### config.mk
export PLATFORM = sky130hd
export DESIGN_NAME = uart_chan_ctrl
export DESIGN_NICKNAME = d
export VERILOG_FILES = /design/src/rtl/uart_cc_pkg.sv /design/src/rtl/uart_cc_cmd.sv /design/src/rtl/uart_cc_mode.sv /design/src/rtl/uart_cc_err.sv /design/src/rtl/uart_cc_chan.sv /design/src/rtl/uart_chan_ctrl.sv
export SDC_FILE = /design/constraint.sdc
export NUM_CORES = 1
export LEC_CHECK = 0
export ABC_AREA = 0
export BUFFER_PORTS_ARGS = -buffer_cell sky130_fd_sc_hd__buf_2
export CAP_MARGIN = 20
export CORE_AREA = 4 4 99 101
export DETAILED_ROUTE_END_ITERATION = 6
export DIE_AREA = 0 0 103 105
export PLACE_DENSITY = 0.95
export SLEW_MARGIN = 10
export SYNTH_ARGS = -nofsm -noshare
export SYNTH_HDL_FRONTEND = slang
export SYNTH_SLANG_ARGS = --single-unit
### constraint.sdc
create_clock -name clk_i -period 5.7 [get_ports clk_i]
set_input_delay 1.425 -clock clk_i [delete_from_list [all_inputs] [get_ports clk_i]]
set_output_delay 1.425 -clock clk_i [all_outputs]
set_load 0.005 [all_outputs]
### src/rtl/uart_cc_pkg.sv
package uart_cc_pkg;

   localparam int unsigned BYTE_W = 8;

   // register offsets inside a channel window
   localparam logic [2:0] OFS_MODE = 3'd0;
   localparam logic [2:0] OFS_STAT = 3'd1;
   localparam logic [2:0] OFS_CMD  = 3'd2;
   localparam logic [2:0] OFS_DATA = 3'd3;

   // command codes carried in bits 7:4 of a command byte
   localparam logic [3:0] CMD_PTR_MR1 = 4'h1;
   localparam logic [3:0] CMD_RX_RST  = 4'h2;
   localparam logic [3:0] CMD_TX_RST  = 4'h3;
   localparam logic [3:0] CMD_CLR_ERR = 4'h4;
   localparam logic [3:0] CMD_CLR_BRK = 4'h5;
   localparam logic [3:0] CMD_BRK_ON  = 4'h6;
   localparam logic [3:0] CMD_BRK_OFF = 4'h7;
   localparam logic [3:0] CMD_PTR_MR0 = 4'hB;

   typedef enum logic [1:0] {
      PTR_MR0 = 2'd0,
      PTR_MR1 = 2'd1,
      PTR_MR2 = 2'd2
   } mr_ptr_e;

   // order matches status byte bits 7:4
   typedef struct packed {
      logic brk;
      logic frm;
      logic par;
      logic ovr;
   } err_t;

   typedef struct packed {
      logic ptr_mr1;
      logic ptr_mr0;
      logic rx_rst;
      logic tx_rst;
      logic clr_err;
      logic clr_brk;
      logic brk_on;
      logic brk_off;
   } cc_act_t;

endpackage

### src/rtl/uart_cc_cmd.sv
module uart_cc_cmd
   import uart_cc_pkg::*;
(
   input  logic       clk_i,
   input  logic       rst_ni,
   input  logic       wr_i,
   input  logic [7:0] wdata_i,
   output logic       ptr_mr1_o,
   output logic       ptr_mr0_o,
   output logic       clr_all_o,
   output logic       clr_brk_o,
   output logic       rx_en_o,
   output logic       tx_en_o,
   output logic       brk_o,
   output logic       rx_rst_o,
   output logic       tx_rst_o
);

   cc_act_t act;

   always_comb begin
      act = '0;
      if (wr_i) begin
         case (wdata_i[7:4])
            CMD_PTR_MR1: act.ptr_mr1 = 1'b1;
            CMD_PTR_MR0: act.ptr_mr0 = 1'b1;
            CMD_RX_RST:  act.rx_rst  = 1'b1;
            CMD_TX_RST:  act.tx_rst  = 1'b1;
            CMD_CLR_ERR: act.clr_err = 1'b1;
            CMD_CLR_BRK: act.clr_brk = 1'b1;
            CMD_BRK_ON:  act.brk_on  = 1'b1;
            CMD_BRK_OFF: act.brk_off = 1'b1;
            default: ;
         endcase
      end
   end

   assign ptr_mr1_o = act.ptr_mr1;
   assign ptr_mr0_o = act.ptr_mr0;
   assign clr_all_o = act.clr_err | act.rx_rst;
   assign clr_brk_o = act.clr_brk;

   logic rx_en_q, tx_en_q, brk_q, rx_rst_q, tx_rst_q;

   always_ff @(posedge clk_i or negedge rst_ni) begin
      if (!rst_ni) begin
         rx_en_q  <= 1'b0;
         tx_en_q  <= 1'b0;
         brk_q    <= 1'b0;
         rx_rst_q <= 1'b0;
         tx_rst_q <= 1'b0;
      end else begin
         rx_rst_q <= act.rx_rst;
         tx_rst_q <= act.tx_rst;
         if (act.rx_rst || (wr_i && wdata_i[1]))
            rx_en_q <= 1'b0;
         else if (wr_i && wdata_i[0])
            rx_en_q <= 1'b1;
         if (act.tx_rst || (wr_i && wdata_i[3]))
            tx_en_q <= 1'b0;
         else if (wr_i && wdata_i[2])
            tx_en_q <= 1'b1;
         if (act.tx_rst || act.brk_off)
            brk_q <= 1'b0;
         else if (act.brk_on)
            brk_q <= 1'b1;
      end
   end

   assign rx_en_o  = rx_en_q;
   assign tx_en_o  = tx_en_q;
   assign brk_o    = brk_q;
   assign rx_rst_o = rx_rst_q;
   assign tx_rst_o = tx_rst_q;

   // a disable bit always leaves the direction off
   a_r2_rx_disable_wins: assert property (@(posedge clk_i) disable iff (!rst_ni)
      (wr_i && wdata_i[1]) |=> !rx_en_o);
   a_r2_tx_disable_wins: assert property (@(posedge clk_i) disable iff (!rst_ni)
      (wr_i && wdata_i[3]) |=> !tx_en_o);
   // receiver reset pulse comes with the receiver off
   a_r6_rx_rst_off: assert property (@(posedge clk_i) disable iff (!rst_ni)
      rx_rst_o |-> !rx_en_o);
   // break only rises after a start-break command
   a_r9_brk_rise: assert property (@(posedge clk_i) disable iff (!rst_ni)
      $rose(brk_o) |-> $past(wr_i && (wdata_i[7:4] == CMD_BRK_ON)));

endmodule

### src/rtl/uart_cc_mode.sv
module uart_cc_mode
   import uart_cc_pkg::*;
#(
   parameter bit HAS_MR0 = 1'b1
) (
   input  logic       clk_i,
   input  logic       rst_ni,
   input  logic       wr_i,
   input  logic       ptr_mr1_i,
   input  logic       ptr_mr0_i,
   input  logic [7:0] wdata_i,
   output logic [7:0] rd_o,
   output logic [1:0] char_len_o,
   output logic [2:0] parity_o,
   output logic       two_stop_o,
   output logic       fifo_deep_o,
   output logic       tx_half_o
);

   mr_ptr_e    ptr_q;
   logic [7:0] mr1_q, mr2_q, mr0_w;

   always_ff @(posedge clk_i or negedge rst_ni) begin
      if (!rst_ni) begin
         ptr_q <= PTR_MR1;
      end else if (ptr_mr1_i) begin
         ptr_q <= PTR_MR1;
      end else if (ptr_mr0_i && HAS_MR0) begin
         ptr_q <= PTR_MR0;
      end else if (wr_i) begin
         case (ptr_q)
            PTR_MR0: ptr_q <= PTR_MR1;
            PTR_MR1: ptr_q <= PTR_MR2;
            default: ptr_q <= PTR_MR2;
         endcase
      end
   end

   always_ff @(posedge clk_i or negedge rst_ni) begin
      if (!rst_ni) begin
         mr1_q <= '0;
         mr2_q <= '0;
      end else if (wr_i) begin
         if (ptr_q == PTR_MR1) mr1_q <= wdata_i;
         if (ptr_q == PTR_MR2) mr2_q <= wdata_i;
      end
   end

   generate
      if (HAS_MR0) begin : g_mr0
         logic [7:0] mr0_q;
         always_ff @(posedge clk_i or negedge rst_ni) begin
            if (!rst_ni)
               mr0_q <= '0;
            else if (wr_i && ptr_q == PTR_MR0)
               mr0_q <= wdata_i;
         end
         assign mr0_w = mr0_q;
      end else begin : g_no_mr0
         assign mr0_w = '0;
         // without the extended register the pointer never selects it
         a_r3_no_mr0: assert property (@(posedge clk_i) disable iff (!rst_ni)
            ptr_q != PTR_MR0);
      end
   endgenerate

   always_comb begin
      case (ptr_q)
         PTR_MR0: rd_o = mr0_w;
         PTR_MR1: rd_o = mr1_q;
         default: rd_o = mr2_q;
      endcase
   end

   assign char_len_o  = mr1_q[1:0];
   assign parity_o    = mr1_q[4:2];
   assign two_stop_o  = (mr2_q[3:0] == 4'hF);
   assign fifo_deep_o = mr0_w[3];
   assign tx_half_o   = mr0_w[4];

   // pointer stays within its three legal states
   a_r4_ptr_legal: assert property (@(posedge clk_i) disable iff (!rst_ni)
      ptr_q != 2'd3);
   // pointer parks at MR2 until a pointer command
   a_r4_mr2_hold: assert property (@(posedge clk_i) disable iff (!rst_ni)
      (ptr_q == PTR_MR2 && !ptr_mr1_i && !ptr_mr0_i) |=> ptr_q == PTR_MR2);
   // point-to-MR1 command always lands on MR1
   a_r3_to_mr1: assert property (@(posedge clk_i) disable iff (!rst_ni)
      ptr_mr1_i |=> ptr_q == PTR_MR1);

endmodule

### src/rtl/uart_cc_err.sv
module uart_cc_err
   import uart_cc_pkg::*;
(
   input  logic clk_i,
   input  logic rst_ni,
   input  err_t evt_i,
   input  logic clr_all_i,
   input  logic clr_brk_i,
   output err_t flags_o
);

   logic [3:0] ev;
   logic [3:0] clr_v;
   logic [3:0] flag_q;

   assign ev    = evt_i;
   assign clr_v = {clr_all_i | clr_brk_i, {3{clr_all_i}}};

   generate
      for (genvar i = 0; i < 4; i++) begin : g_flag
         always_ff @(posedge clk_i or negedge rst_ni) begin
            if (!rst_ni)
               flag_q[i] <= 1'b0;
            else
               flag_q[i] <= ev[i] | (flag_q[i] & ~clr_v[i]);
         end
         // a flag without a clear keeps its value
         a_r8_sticky: assert property (@(posedge clk_i) disable iff (!rst_ni)
            (flag_q[i] && !clr_v[i]) |=> flag_q[i]);
         // an event always sets its flag, even against a clear
         a_r8_set: assert property (@(posedge clk_i) disable iff (!rst_ni)
            ev[i] |=> flag_q[i]);
      end
   endgenerate

   assign flags_o = err_t'(flag_q);

endmodule

### src/rtl/uart_cc_chan.sv
module uart_cc_chan
   import uart_cc_pkg::*;
#(
   parameter bit          HAS_MR0  = 1'b1,
   parameter int unsigned WIN_BITS = 3
) (
   input  logic                clk_i,
   input  logic                rst_ni,
   input  logic                sel_i,
   input  logic [WIN_BITS-1:0] off_i,
   input  logic [7:0]          wdata_i,
   input  logic                wr_i,
   input  logic                rd_i,
   output logic [7:0]          rdata_o,
   output logic                rx_en_o,
   output logic                tx_en_o,
   output logic                rx_rst_o,
   output logic                tx_rst_o,
   output logic                brk_o,
   output logic [7:0]          clk_sel_o,
   output logic [1:0]          char_len_o,
   output logic [2:0]          parity_o,
   output logic                two_stop_o,
   output logic                fifo_deep_o,
   output logic                tx_half_o,
   output logic [7:0]          tx_data_o,
   output logic                tx_load_o,
   input  logic [7:0]          rx_data_i,
   output logic                rx_take_o,
   input  logic [3:0]          line_st_i,
   input  err_t                evt_i
);

   localparam logic [WIN_BITS-1:0] A_MODE = WIN_BITS'(OFS_MODE);
   localparam logic [WIN_BITS-1:0] A_STAT = WIN_BITS'(OFS_STAT);
   localparam logic [WIN_BITS-1:0] A_CMD  = WIN_BITS'(OFS_CMD);
   localparam logic [WIN_BITS-1:0] A_DATA = WIN_BITS'(OFS_DATA);

   logic hit_mode, hit_stat, hit_cmd, hit_data;
   assign hit_mode = sel_i && (off_i == A_MODE);
   assign hit_stat = sel_i && (off_i == A_STAT);
   assign hit_cmd  = sel_i && (off_i == A_CMD);
   assign hit_data = sel_i && (off_i == A_DATA);

   logic ptr_mr1, ptr_mr0, clr_all, clr_brk;
   logic [7:0] mode_rd;
   err_t flags;

   uart_cc_cmd u_cmd (
      .clk_i     (clk_i),
      .rst_ni    (rst_ni),
      .wr_i      (wr_i && hit_cmd),
      .wdata_i   (wdata_i),
      .ptr_mr1_o (ptr_mr1),
      .ptr_mr0_o (ptr_mr0),
      .clr_all_o (clr_all),
      .clr_brk_o (clr_brk),
      .rx_en_o   (rx_en_o),
      .tx_en_o   (tx_en_o),
      .brk_o     (brk_o),
      .rx_rst_o  (rx_rst_o),
      .tx_rst_o  (tx_rst_o)
   );

   uart_cc_mode #(.HAS_MR0(HAS_MR0)) u_mode (
      .clk_i       (clk_i),
      .rst_ni      (rst_ni),
      .wr_i        (wr_i && hit_mode),
      .ptr_mr1_i   (ptr_mr1),
      .ptr_mr0_i   (ptr_mr0),
      .wdata_i     (wdata_i),
      .rd_o        (mode_rd),
      .char_len_o  (char_len_o),
      .parity_o    (parity_o),
      .two_stop_o  (two_stop_o),
      .fifo_deep_o (fifo_deep_o),
      .tx_half_o   (tx_half_o)
   );

   uart_cc_err u_err (
      .clk_i     (clk_i),
      .rst_ni    (rst_ni),
      .evt_i     (evt_i),
      .clr_all_i (clr_all),
      .clr_brk_i (clr_brk),
      .flags_o   (flags)
   );

   logic [7:0] csr_q, txd_q;
   logic       load_q, take_q;

   always_ff @(posedge clk_i or negedge rst_ni) begin
      if (!rst_ni) begin
         csr_q  <= '0;
         txd_q  <= '0;
         load_q <= 1'b0;
         take_q <= 1'b0;
      end else begin
         if (wr_i && hit_stat) csr_q <= wdata_i;
         load_q <= wr_i && hit_data && tx_en_o;
         if (wr_i && hit_data && tx_en_o) txd_q <= wdata_i;
         take_q <= rd_i && hit_data;
      end
   end

   assign clk_sel_o = csr_q;
   assign tx_data_o = txd_q;
   assign tx_load_o = load_q;
   assign rx_take_o = take_q;

   always_comb begin
      rdata_o = '0;
      if (hit_mode)      rdata_o = mode_rd;
      else if (hit_stat) rdata_o = {flags, line_st_i};
      else if (hit_data) rdata_o = rx_data_i;
   end

   // a load pulse only follows a cycle with the transmitter on
   a_r10_load_gated: assert property (@(posedge clk_i) disable iff (!rst_ni)
      tx_load_o |-> $past(tx_en_o));
   // transmitter reset leaves transmitter off and break ended
   a_r6_tx_rst_state: assert property (@(posedge clk_i) disable iff (!rst_ni)
      tx_rst_o |-> (!tx_en_o && !brk_o));
   // clock select only moves on a write
   a_r12_csr_stable: assert property (@(posedge clk_i) disable iff (!rst_ni)
      !$past(wr_i) |-> $stable(clk_sel_o));

endmodule

### src/rtl/uart_chan_ctrl.sv
module uart_chan_ctrl
   import uart_cc_pkg::*;
#(
   parameter int unsigned NCH      = 2,
   parameter bit          HAS_MR0  = 1'b1,
   parameter int unsigned WIN_BITS = 3,
   localparam int unsigned CH_W    = (NCH > 1) ? $clog2(NCH) : 1,
   localparam int unsigned ADDR_W  = CH_W + WIN_BITS
) (
   input  logic                clk_i,
   input  logic                rst_ni,
   input  logic [ADDR_W-1:0]   addr_i,
   input  logic [7:0]          wdata_i,
   input  logic                wr_i,
   input  logic                rd_i,
   output logic [7:0]          rdata_o,
   output logic [NCH-1:0]      rx_en_o,
   output logic [NCH-1:0]      tx_en_o,
   output logic [NCH-1:0]      rx_rst_o,
   output logic [NCH-1:0]      tx_rst_o,
   output logic [NCH-1:0]      brk_o,
   output logic [8*NCH-1:0]    clk_sel_o,
   output logic [2*NCH-1:0]    char_len_o,
   output logic [3*NCH-1:0]    parity_o,
   output logic [NCH-1:0]      two_stop_o,
   output logic [NCH-1:0]      fifo_deep_o,
   output logic [NCH-1:0]      tx_half_o,
   output logic [8*NCH-1:0]    tx_data_o,
   output logic [NCH-1:0]      tx_load_o,
   input  logic [8*NCH-1:0]    rx_data_i,
   output logic [NCH-1:0]      rx_take_o,
   input  logic [NCH-1:0]      rx_rdy_i,
   input  logic [NCH-1:0]      rx_full_i,
   input  logic [NCH-1:0]      tx_rdy_i,
   input  logic [NCH-1:0]      tx_empty_i,
   input  logic [NCH-1:0]      ovr_evt_i,
   input  logic [NCH-1:0]      par_evt_i,
   input  logic [NCH-1:0]      frm_evt_i,
   input  logic [NCH-1:0]      brk_evt_i
);

   generate
      if (NCH < 1 || NCH > 16) begin : g_bad_nch
         $error("uart_chan_ctrl: NCH must lie in 1..16");
      end
      if (WIN_BITS < 2 || WIN_BITS > 6) begin : g_bad_win
         $error("uart_chan_ctrl: WIN_BITS must lie in 2..6");
      end
      if (BYTE_W != 8) begin : g_bad_byte
         $error("uart_chan_ctrl: register bytes must be 8 bits");
      end
   endgenerate

   logic [CH_W-1:0]     ch_idx;
   logic [WIN_BITS-1:0] off;
   assign ch_idx = addr_i[ADDR_W-1:WIN_BITS];
   assign off    = addr_i[WIN_BITS-1:0];

   logic [7:0] ch_rd [NCH];

   generate
      for (genvar c = 0; c < NCH; c++) begin : g_ch
         err_t evt_c;
         logic sel_c;
         assign evt_c = err_t'({brk_evt_i[c], frm_evt_i[c], par_evt_i[c], ovr_evt_i[c]});
         assign sel_c = (ch_idx == CH_W'(c));

         uart_cc_chan #(.HAS_MR0(HAS_MR0), .WIN_BITS(WIN_BITS)) u_chan (
            .clk_i       (clk_i),
            .rst_ni      (rst_ni),
            .sel_i       (sel_c),
            .off_i       (off),
            .wdata_i     (wdata_i),
            .wr_i        (wr_i),
            .rd_i        (rd_i),
            .rdata_o     (ch_rd[c]),
            .rx_en_o     (rx_en_o[c]),
            .tx_en_o     (tx_en_o[c]),
            .rx_rst_o    (rx_rst_o[c]),
            .tx_rst_o    (tx_rst_o[c]),
            .brk_o       (brk_o[c]),
            .clk_sel_o   (clk_sel_o[8*c +: 8]),
            .char_len_o  (char_len_o[2*c +: 2]),
            .parity_o    (parity_o[3*c +: 3]),
            .two_stop_o  (two_stop_o[c]),
            .fifo_deep_o (fifo_deep_o[c]),
            .tx_half_o   (tx_half_o[c]),
            .tx_data_o   (tx_data_o[8*c +: 8]),
            .tx_load_o   (tx_load_o[c]),
            .rx_data_i   (rx_data_i[8*c +: 8]),
            .rx_take_o   (rx_take_o[c]),
            .line_st_i   ({tx_empty_i[c], tx_rdy_i[c], rx_full_i[c], rx_rdy_i[c]}),
            .evt_i       (evt_c)
         );
      end
   endgenerate

   always_comb begin
      rdata_o = '0;
      for (int c = 0; c < NCH; c++) rdata_o = rdata_o | ch_rd[c];
   end

   // a read reaches at most one channel's receive register
   a_r11_take_onehot: assert property (@(posedge clk_i) disable iff (!rst_ni)
      $onehot0(rx_take_o));
   // a write loads at most one channel's transmit register
   a_r13_load_onehot: assert property (@(posedge clk_i) disable iff (!rst_ni)
      $onehot0(tx_load_o));
   // at most one channel sees a receiver reset per write
   a_r6_rst_onehot: assert property (@(posedge clk_i) disable iff (!rst_ni)
      $onehot0(rx_rst_o));

endmodule

======== Yosys cells after proc, flatten, opt, wreduce, memory -nomap -nowiden ========
Cells that the tools add are included.
storage, ports and cells
  output and inout port bits .............. 70
  memories ................................ 0
  word-level logic and storage cells ...... 166
  ROM bits ................................ 0
  bits in latches ......................... 0
  bits in writable memories ............... 0
  flip-flop bits (word level) ............. 106
cells by class
  bitwise operators ....................... 26
  $add $sub $neg .......................... 0
  equality and inequality tests ........... 17
  divide/modulo/power cells ............... 0
  reduce and logical (&&, ||, !) cells .... 51
  mux-type cells .......................... 38
  $mul .................................... 0
  shifts and indexed selects .............. 0
  magnitude comparators ................... 0
operators by type and width
  cell                                                 number
  two-way mux 8 bit                                    8
  one-hot mux 8 bit (2 select lines)                   2
  logical AND 1 bit                                    30
  two-way mux 1 bit                                    20
  equality test 4 x 3 -> 1 bit, second input constant  4
  two-way mux 2 bit                                    8
  equality test 4 bit, second input constant           3
  bitwise OR 1 bit                                     12
  nonzero test 2 bit                                   6
  AND 1 bit                                            8
  equality test 4 x 2 -> 1 bit, second input constant  2
  bitwise OR 8 bit                                     1
  AND reduction 2 bit                                  4
  equality test 3 x 2 -> 1 bit, second input constant  2
  logical OR 1 bit                                     6
  nonzero test 3 bit                                   2
  inverter 1 bit                                       5
  equality test 2 x 1 -> 1 bit, second input constant  2
  equality test 2 bit, second input constant           2
  equality test 4 x 1 -> 1 bit, second input constant  1
  zero test 2 bit                                      2
  equality test 3 x 1 -> 1 bit, second input constant  1
  zero test 3 bit                                      1

======== Longest topological paths before layout ========
Gate-level depths: netlist of run 1.
  depth after elaboration ................. 9
  depth in mapped cells ................... 6

======== By module ========
From an unflattened synthesis of run 1, not the netlist that was laid out.
unflattened totals
  cell total of the unflattened synthesis .. 403
  area total of the unflattened synthesis .. 5,056.1 um^2
by module, submodules not included
  module          area each (um^2)  sequential area each (um^2)  instances  cells each
  uart_cc_mode    1,204.9           651.9                        2          91
  uart_cc_chan    885.8             450.4                        2          71
  uart_cc_cmd     270.3             125.1                        2          25
  uart_cc_err     140.1             100.1                        2          10
  uart_chan_ctrl  53.8              0.0                          1          9

======== Worst setup path after synthesis of run 1 ========
Ideal clock, no wire load.
  path type ............................... input -> output
  from .................................... input addr_i[1]
  to ...................................... output rdata_o[0]
  data required time ...................... 4.275 ns
  path slack .............................. 1.622 ns
  stages .................................. 4
  data arrival time ....................... 2.653 ns
  cell sequence ........................... clkbuf_1 > nor4_1 > a22oi_1 > nand2_1
on the way
  longest elaborated chain between the ends .. 6
  elaborated cells between the ends (all ways) .. 16
  classes of those cells .................. 2 x eq/ne; 6 x mux; 1 x bitwise; 7 x reduce/logical
RTL lines
  item                          RTL line               text
  start, declared               uart_chan_ctrl.sv:12   input logic [ADDR_W-1:0] addr_i,
  equality test 3 x 2 -> 1 bit  uart_cc_chan.sv:43     assign hit_data = sel_i && (off_i == A_DATA);
  logical AND 1 bit             uart_cc_chan.sv:43
  two-way mux 8 bit             uart_cc_chan.sv:115    else if (hit_data) rdata_o = rx_data_i;
  two-way mux 8 bit             uart_cc_chan.sv:114    else if (hit_stat) rdata_o = {flags, line_st_i};
  two-way mux 8 bit             uart_cc_chan.sv:113    if (hit_mode) rdata_o = mode_rd;
  bitwise OR 8 bit (*)          uart_chan_ctrl.sv:100  for (int c = 0; c < NCH; c++) rdata_o = rdata_o | ch_rd[c];
  end, declared                 uart_chan_ctrl.sv:16   output logic [7:0] rdata_o,
Mark *: on every way between the ends. The rest lies on a longest branch, timed or not.

======== Worst setup path in the final report of run 1 ========
  from .................................... input addr_i[3]
  to ...................................... output rdata_o[1]
on the way
  longest elaborated chain between the ends .. 6
  elaborated cells between the ends (all ways) .. 14
  classes of those cells .................. 6 x mux; 2 x bitwise; 6 x reduce/logical
RTL lines
  item                  RTL line               text
  inverter 1 bit        uart_chan_ctrl.sv:66   assign sel_c = (ch_idx == CH_W'(c));
  logical AND 1 bit     uart_cc_chan.sv:43
  two-way mux 8 bit     uart_cc_chan.sv:115
  two-way mux 8 bit     uart_cc_chan.sv:114
  two-way mux 8 bit     uart_cc_chan.sv:113
  bitwise OR 8 bit (*)  uart_chan_ctrl.sv:100
Marked as above.

==> results_dict.tcl, run 1 <==
set metrics [dict create \
    port-buffer-count 117 \
    dominantRegCellSynth "dfrtp_1" \
    async_flop_share_pct 100 \
    path_class "in -> out" \
    drive_gt1_share_pct 44.5 \
    period_share_pct 79.8 \
    place_congestion 0.802 \
    slew_violations 0 \
    cts_tree "built" \
    dp_hpwl_mm 8.75 \
    grt_pass1_vias 3694 \
    seq_area_frac_synth_pct 52.5 \
    clockPowerShare_pct 26.3 \
    synth_warnings 0 \
    vias_per_cell 5.87 \
    die_y_um 105 \
    p_int_mw 1.18 \
    fin_crit_ps 4550 \
    slew-limit-headroom_pct 45.5 \
    start_kind "input pin" \
    cap_viol_max_count 0 \
    coreArea_um2 9020 \
    start_util_pct 56.1 \
    crit_family "simple AND/OR/NAND/NOR gates" \
    required_ps 4280 \
    fp.dieArea_um2 10800 \
    worstPathMaxFanout 19 \
    numClockSinks 106 \
    ctsResizeCount 0 \
    switching_share_pct 28.0 \
    nets 542 \
    wl_mm 12.1 \
    synth_top_area_share_pct 51.4 \
    cts.path.max_buffers 2 \
    hp-class "reg -> reg" \
    fin_tns_setup_ps 0 \
    ir_worst_vdd_mv 0.143 \
    hold_violations 0 \
    via_count 3579 \
    io_pins 118 \
    tightestPinTransition_ps 816 \
    end_kind "output port" \
    setup_violations 0 \
    die_w_um 103 \
    wl_per_cell_um 19.9 \
    drc 0 \
    rsz0062_at_grt "no" \
    synthDistinctLibCells 47 \
    clockRootBuffer "clkbuf_8" \
    cts_hold_buf 0 \
    crit_chain "buf_2 > nand2_1 > nor2_1 > a221oi_1 > nand2_1 > buf_2" \
    htree_levels 3 \
    hold_ws_ps 486 \
    clock.fmax_mhz 220 \
    syn2layout_area_growth_pct 11.4 \
    clk-insertion-delay-late_ps 370 \
    pwr-share-comb_pct 18.0 \
    synth-edff-count 0 \
    synth_nets 469 \
    avgSynthCellArea_um2 12.0 \
    p_leak_nw 2.90 \
    status "finished clean" \
    antenna_cells 0 \
    initialDrtViolationCount 181 \
    netSwitchingPower_mw 0.458 \
    path_buf_inv 2 \
    syn_area_um2 5060 \
    setup_ws_ps 1150 \
    post_cts_buffers 0 \
    grt_max_degree 57 \
    grt_overflow 0 \
    synth_area_leaders "dfrtp_1, mux2_2, buf_4" \
    clkTransAtPathRegs_ps 100 \
    sequentialPowerShare_pct 55.7 \
    critical_path_arrival_ps 3120 \
    fp-row-count 35 \
    postRouteAntennaNets 0 \
    firstDrtPassIters 5 \
    grt_pass1_wl_mm 19.1 \
    numCtsBuffers 9 \
    grt_use_total_pct 23.2 \
    crit_path_max_incr_delay_ps 660 \
    synth_top_area_cell "dfrtp_1" \
    antenna_found_initial 0 \
    finalNonFillerCells 610 \
    clock_skew_ps 7.22 \
    p_per_area_nw_per_um2 290 \
    syn-instance-count 421 \
    cpMaxStageDelayCell "nor2_1" \
    synth-seq-cells 106 \
    dpl.cell_count 594 \
    dp_slack_ps 1220 \
]
layout by cell type, fill, tap and decap left out, types with 2 or more instances in the layout:
master / netlist / routed
a21o_1: 8 / 8
and3_1: 2 / 2
nor2_2: 2 / 2
and2_1: 2 / 2
mux2_2: 77 / 77
clkinv_2: 0 / 2
nand2_1: 33 / 33
clkbuf_8: 0 / 10
nor2_1: 15 / 15
nand2b_1: 6 / 6
dfstp_2: 2 / 2
a221oi_1: 7 / 7
mux2_1: 4 / 4
buf_2: 4 / 116
buf_4: 31 / 3
nor4_1: 2 / 2
inv_6: 0 / 2
nor2b_1: 3 / 3
a31oi_1: 4 / 4
a22oi_1: 7 / 7
a32o_1: 2 / 2
a21oi_1: 12 / 12
dfrtp_1: 104 / 104
o311a_1: 2 / 2
o21ai_0: 19 / 19
nand3b_2: 2 / 2
or3b_2: 2 / 2
nand3_1: 3 / 3
and4_1: 2 / 2
mux2i_1: 23 / 23
nor3_1: 3 / 3
path summary, 6_finish.rpt:
kind	startpoint	to	slack (ps)	depth (start not counted)
worst min-delay path	g_ch[0].u_chan.u_err.flags_o[0]	g_ch[0].u_chan.u_err.flags_o[0]	490	1
worst max register to register	g_ch[1].u_chan.u_mode.ptr_q[1]	g_ch[1].u_chan.u_mode.g_mr0.mr0_q[2]	3770	2
worst max-delay path	addr_i[3]	rdata_o[1]	1150	6
max in group asynchronous	rst_ni	g_ch[1].u_chan.u_mode.mr2_q[1]	3490	2
worst min register to register	g_ch[0].u_chan.u_err.flags_o[0]	g_ch[0].u_chan.u_err.flags_o[0]	490	1
min in group asynchronous	rst_ni	g_ch[0].u_chan.u_cmd.rx_rst_o	1060	1
per-layer routing:
layer  wire length [um]  global-route usage, %  up-vias
met2               6060                   37.6      177
li1                   -                      -     1620
met4                507                   12.7        0
met5                  0                      0        -
met1               4660                   29.1     1747
met3                915                   3.81       35
through the flow:
step	instance area, um^2	utilization (%)	total power [mW]
final	5640	62.5	1.63
after global routing	5640	62.5	1.72
after CTS	5640	62.5	1.65
after detailed placement	5460	60.5	1.22
after global placement	5460	60.5	1.21
after floorplan	5060	-	1.10
synth_stat cells (3+ instances only):
library cell	number
a21oi_1	12
mux2_1	4
a221oi_1	7
nor2_1	15
nor2b_1	3
a31oi_1	4
clkbuf_1	19
o21ai_0	19
nand3_1	3
buf_4	31
buf_2	4
mux2_2	77
nor3_1	3
mux2i_1	23
dfrtp_1	104
a22oi_1	7
a21o_1	8
nand2b_1	6
nand2_1	33
area by class of cell:
| class | count | area [um^2] |
|---|---|---|
| clock buffers | 11 | 141 |
| clock inverters | 5 | 36.3 |
| fillers | 725 | 3380 |
| inverters | 1 | 3.75 |
| multi-input cells | 257 | 2060 |
| flip-flops and latches | 106 | 2660 |
| well taps | 111 | 139 |
| repair buffers | 119 | 603 |
logic make-up (layout without fill, tap and decap cells):
group,after synthesis,in the layout,synth area share (%)
xor+xnor,1,1,0.173
buf+inv,58,136,6.85
compound gates,65,65,8.41
flops,106,106,52.5
simple gates,87,87,9.54
mux,104,104,22.6
sequential cells by signal, indices dropped and copies added, names as in the netlist:
| register | count |
|---|---|
| g_ch.u_chan.u_cmd.tx_en_o | 2 |
| g_ch.u_chan.u_mode.mr2_q | 16 |
| g_ch.u_chan.u_cmd.tx_rst_o | 2 |
| g_ch.u_chan.clk_sel_o | 16 |
| g_ch.u_chan.u_cmd.brk_o | 2 |
| g_ch.u_chan.u_mode.ptr_q | 4 |
| g_ch.u_chan.rx_take_o | 2 |
| g_ch.u_chan.u_mode.mr1_q | 16 |
| g_ch.u_chan.u_cmd.rx_rst_o | 2 |
| g_ch.u_chan.u_mode.g_mr0.mr0_q | 16 |
| g_ch.u_chan.u_err.flags_o | 8 |
| g_ch.u_chan.tx_load_o | 2 |
| g_ch.u_chan.tx_data_o | 16 |
| g_ch.u_chan.u_cmd.rx_en_o | 2 |
power by group through the flow:
stage               clock, mW  combinational, mW  sequential (mW)
floorplan                   0              0.187            0.910
global placement            0              0.288            0.918
detailed placement          0              0.299            0.925
CTS                     0.440              0.300            0.911
global route            0.467              0.323            0.926
finish                  0.430              0.294            0.910
(Power assumes the default switching activity.)
==> inputs of run 2 (changes only) <==
--- a/config.mk
+++ b/config.mk
@@ -8,10 +8,10 @@
 export ABC_AREA = 0
 export BUFFER_PORTS_ARGS = -buffer_cell sky130_fd_sc_hd__buf_2
 export CAP_MARGIN = 20
-export CORE_AREA = 4 4 99 101
+export CORE_AREA = 4 4 107 109
 export DETAILED_ROUTE_END_ITERATION = 6
-export DIE_AREA = 0 0 103 105
-export PLACE_DENSITY = 0.95
+export DIE_AREA = 0 0 111 113
+export PLACE_DENSITY = 0.88
 export SLEW_MARGIN = 10
 export SYNTH_ARGS = -nofsm -noshare
 export SYNTH_HDL_FRONTEND = slang
==> constraint.sdc (replaced) <==
create_clock -name clk_i -period 3.7 [get_ports clk_i]
set_input_delay 0.925 -clock clk_i [delete_from_list [all_inputs] [get_ports clk_i]]
set_output_delay 0.925 -clock clk_i [all_outputs]
set_load 0.005 [all_outputs]
==> results_dict.tcl, run 2 (same netlist as run 1, synthesis figures left out) <==
set metrics [dict create \
    grt_busiest_layer "met2" \
    nets 545 \
    hp-class "reg -> reg" \
    period_share_pct 89.6 \
    die_w_um 111 \
    cts.path.max_buffers 2 \
    p_leak_nw 2.94 \
    drc 0 \
    netSwitchingPower_mw 0.697 \
    drive_gt1_share_pct 45.0 \
    syn2layout_area_growth_pct 13.6 \
    slew_violations 0 \
    setup_violations 0 \
    fin_crit_ps 3320 \
    start_util_pct 47.7 \
    antenna_found_initial 0 \
    grt_overflow 0 \
    r2r_start "g_ch[1].u_chan.u_mode.ptr_q[1]" \
    end_kind "output port" \
    htree_levels 3 \
    layout_common_cells "buf_2, dfrtp_1, mux2_2" \
    ctsResizeCount 0 \
    cts_tree "built" \
    required_ps 2770 \
    grt_pass1_vias 3796 \
    crit_chain "buf_2 > nand2b_1 > nor2_1 > buf_4 > a222oi_1 > nand3_1 > buf_2" \
    vias_per_cell 5.71 \
    total_power_mw 2.64 \
    cp_common_cell "buf_2" \
    grt_max_degree 55 \
    grt_use_met2_pct 35.1 \
    p_per_area_nw_per_um2 459 \
    switching_share_pct 26.4 \
    use_met1_pct 24.5 \
    fin_tns_setup_ps 0 \
    io_pins 118 \
    fillers 909 \
    cts_hold_buf 0 \
    coreArea_um2 10600 \
    ir_worst_vdd_mv 0.249 \
    hold_violations 0 \
    post_cts_buffers 0 \
    numCtsBuffers 9 \
    port-buffer-count 117 \
    place_congestion 0.894 \
    initialDrtViolationCount 267 \
    final_common_cell "buf_2" \
    rsz0062_at_grt "no" \
    fp-row-count 38 \
    critical_path_arrival_ps 2390 \
    firstDrtPassIters 7 \
    clkTransAtPathRegs_ps 100 \
    tightestPinTransition_ps 669 \
    worstPathMaxFanout 19 \
    p_int_mw 1.94 \
    wl_per_cell_um 19.6 \
    sequentialPowerShare_pct 53.3 \
    numClockSinks 106 \
    wl_mm 12.6 \
    grt_use_total_pct 20.4 \
    antenna_cells 0 \
    clk-insertion-delay-late_ps 370 \
    fp.dieArea_um2 12500 \
    use_met3_pct 4.60 \
    dp_slack_ps 386 \
    path_class "in -> out" \
    crit_path_max_incr_delay_ps 400 \
    via_count 3663 \
    dpl.cell_count 626 \
    clock.fmax_mhz 302 \
    clockPowerShare_pct 29.4 \
    postRouteAntennaNets 0 \
    finalNonFillerCells 642 \
    clockRootBuffer "clkbuf_8" \
    cpMaxStageDelayCell "buf_2" \
    grt_pass1_wl_mm 20.2 \
    final_util_pct 54.2 \
    min_from "g_ch[1].u_chan.u_err.flags_o[1]" \
    pwr-share-comb_pct 17.3 \
    setup_ws_ps 384 \
    clock_skew_ps 8.76 \
    start_kind "input pin" \
    timing.critical_path.from "addr_i[3]" \
    dp_hpwl_mm 9.08 \
    cap_viol_max_count 0 \
    slew-limit-headroom_pct 55.4 \
    status "finished clean" \
    die_y_um 113 \
]
[run 2: routing by layer]
layer | vias to the layer above | share of wire, %
li1 | 1621 | -
met1 | 1824 | 38
met2 | 181 | 50
met3 | 37 | 8.7
met4 | 0 | 3.8
met5 | - | 0
[run 2: stage by stage]
| step | hold slack, ps | area [um^2] |
|---|---|---|
| after floorplan | 443 | 5060 |
| after global placement | 461 | 5530 |
| after detailed placement | 466 | 5530 |
| after CTS | 488 | 5750 |
| after global routing | 496 | 5750 |
| final | 485 | 5750 |
[run 2: power groups by stage]
stage | combinational (mW) | sequential [mW] | clock (mW)
3_3_place_gp | 0.447 | 1.41 | 0
6_report | 0.455 | 1.41 | 0.776
5_1_grt | 0.500 | 1.43 | 0.844
4_1_cts | 0.465 | 1.41 | 0.798
2_1_floorplan | 0.289 | 1.40 | 0
3_5_place_dp | 0.463 | 1.43 | 0
[run 2: path summary, 6_finish.rpt]
path                                                         to  slack (ps)  depth (start not counted)
max in group asynchronous        g_ch[0].u_chan.u_mode.ptr_q[0]        2340                          2
min                             g_ch[1].u_chan.u_err.flags_o[1]         490                          1
min reg2reg                     g_ch[1].u_chan.u_err.flags_o[1]         490                          1
min in group asynchronous          g_ch[0].u_chan.u_cmd.rx_en_o         590                          1
max reg2reg                g_ch[1].u_chan.u_mode.g_mr0.mr0_q[5]        1800                          2
max                                                  rdata_o[6]         380                          7
[run 2: layout make-up]
class                      instances  area, um^2  area share, %
multi-input combinational        257        2060           35.8
timing repair buffer             122         638           11.1
inverter                           1        3.75         0.0653
sequential                       106        2660           46.2
clock inverter                     6        80.1           1.39
tap                              140         175           3.05
clock buffer                      10         138           2.39
[run 2: critical path: cells and delay by family]
family / cells / cell delay (ps)
AND/OR/NAND/NOR: 3 / 410
buffers and inverters: 3 / 710
AO/OA/AOI/OAI: 1 / 330
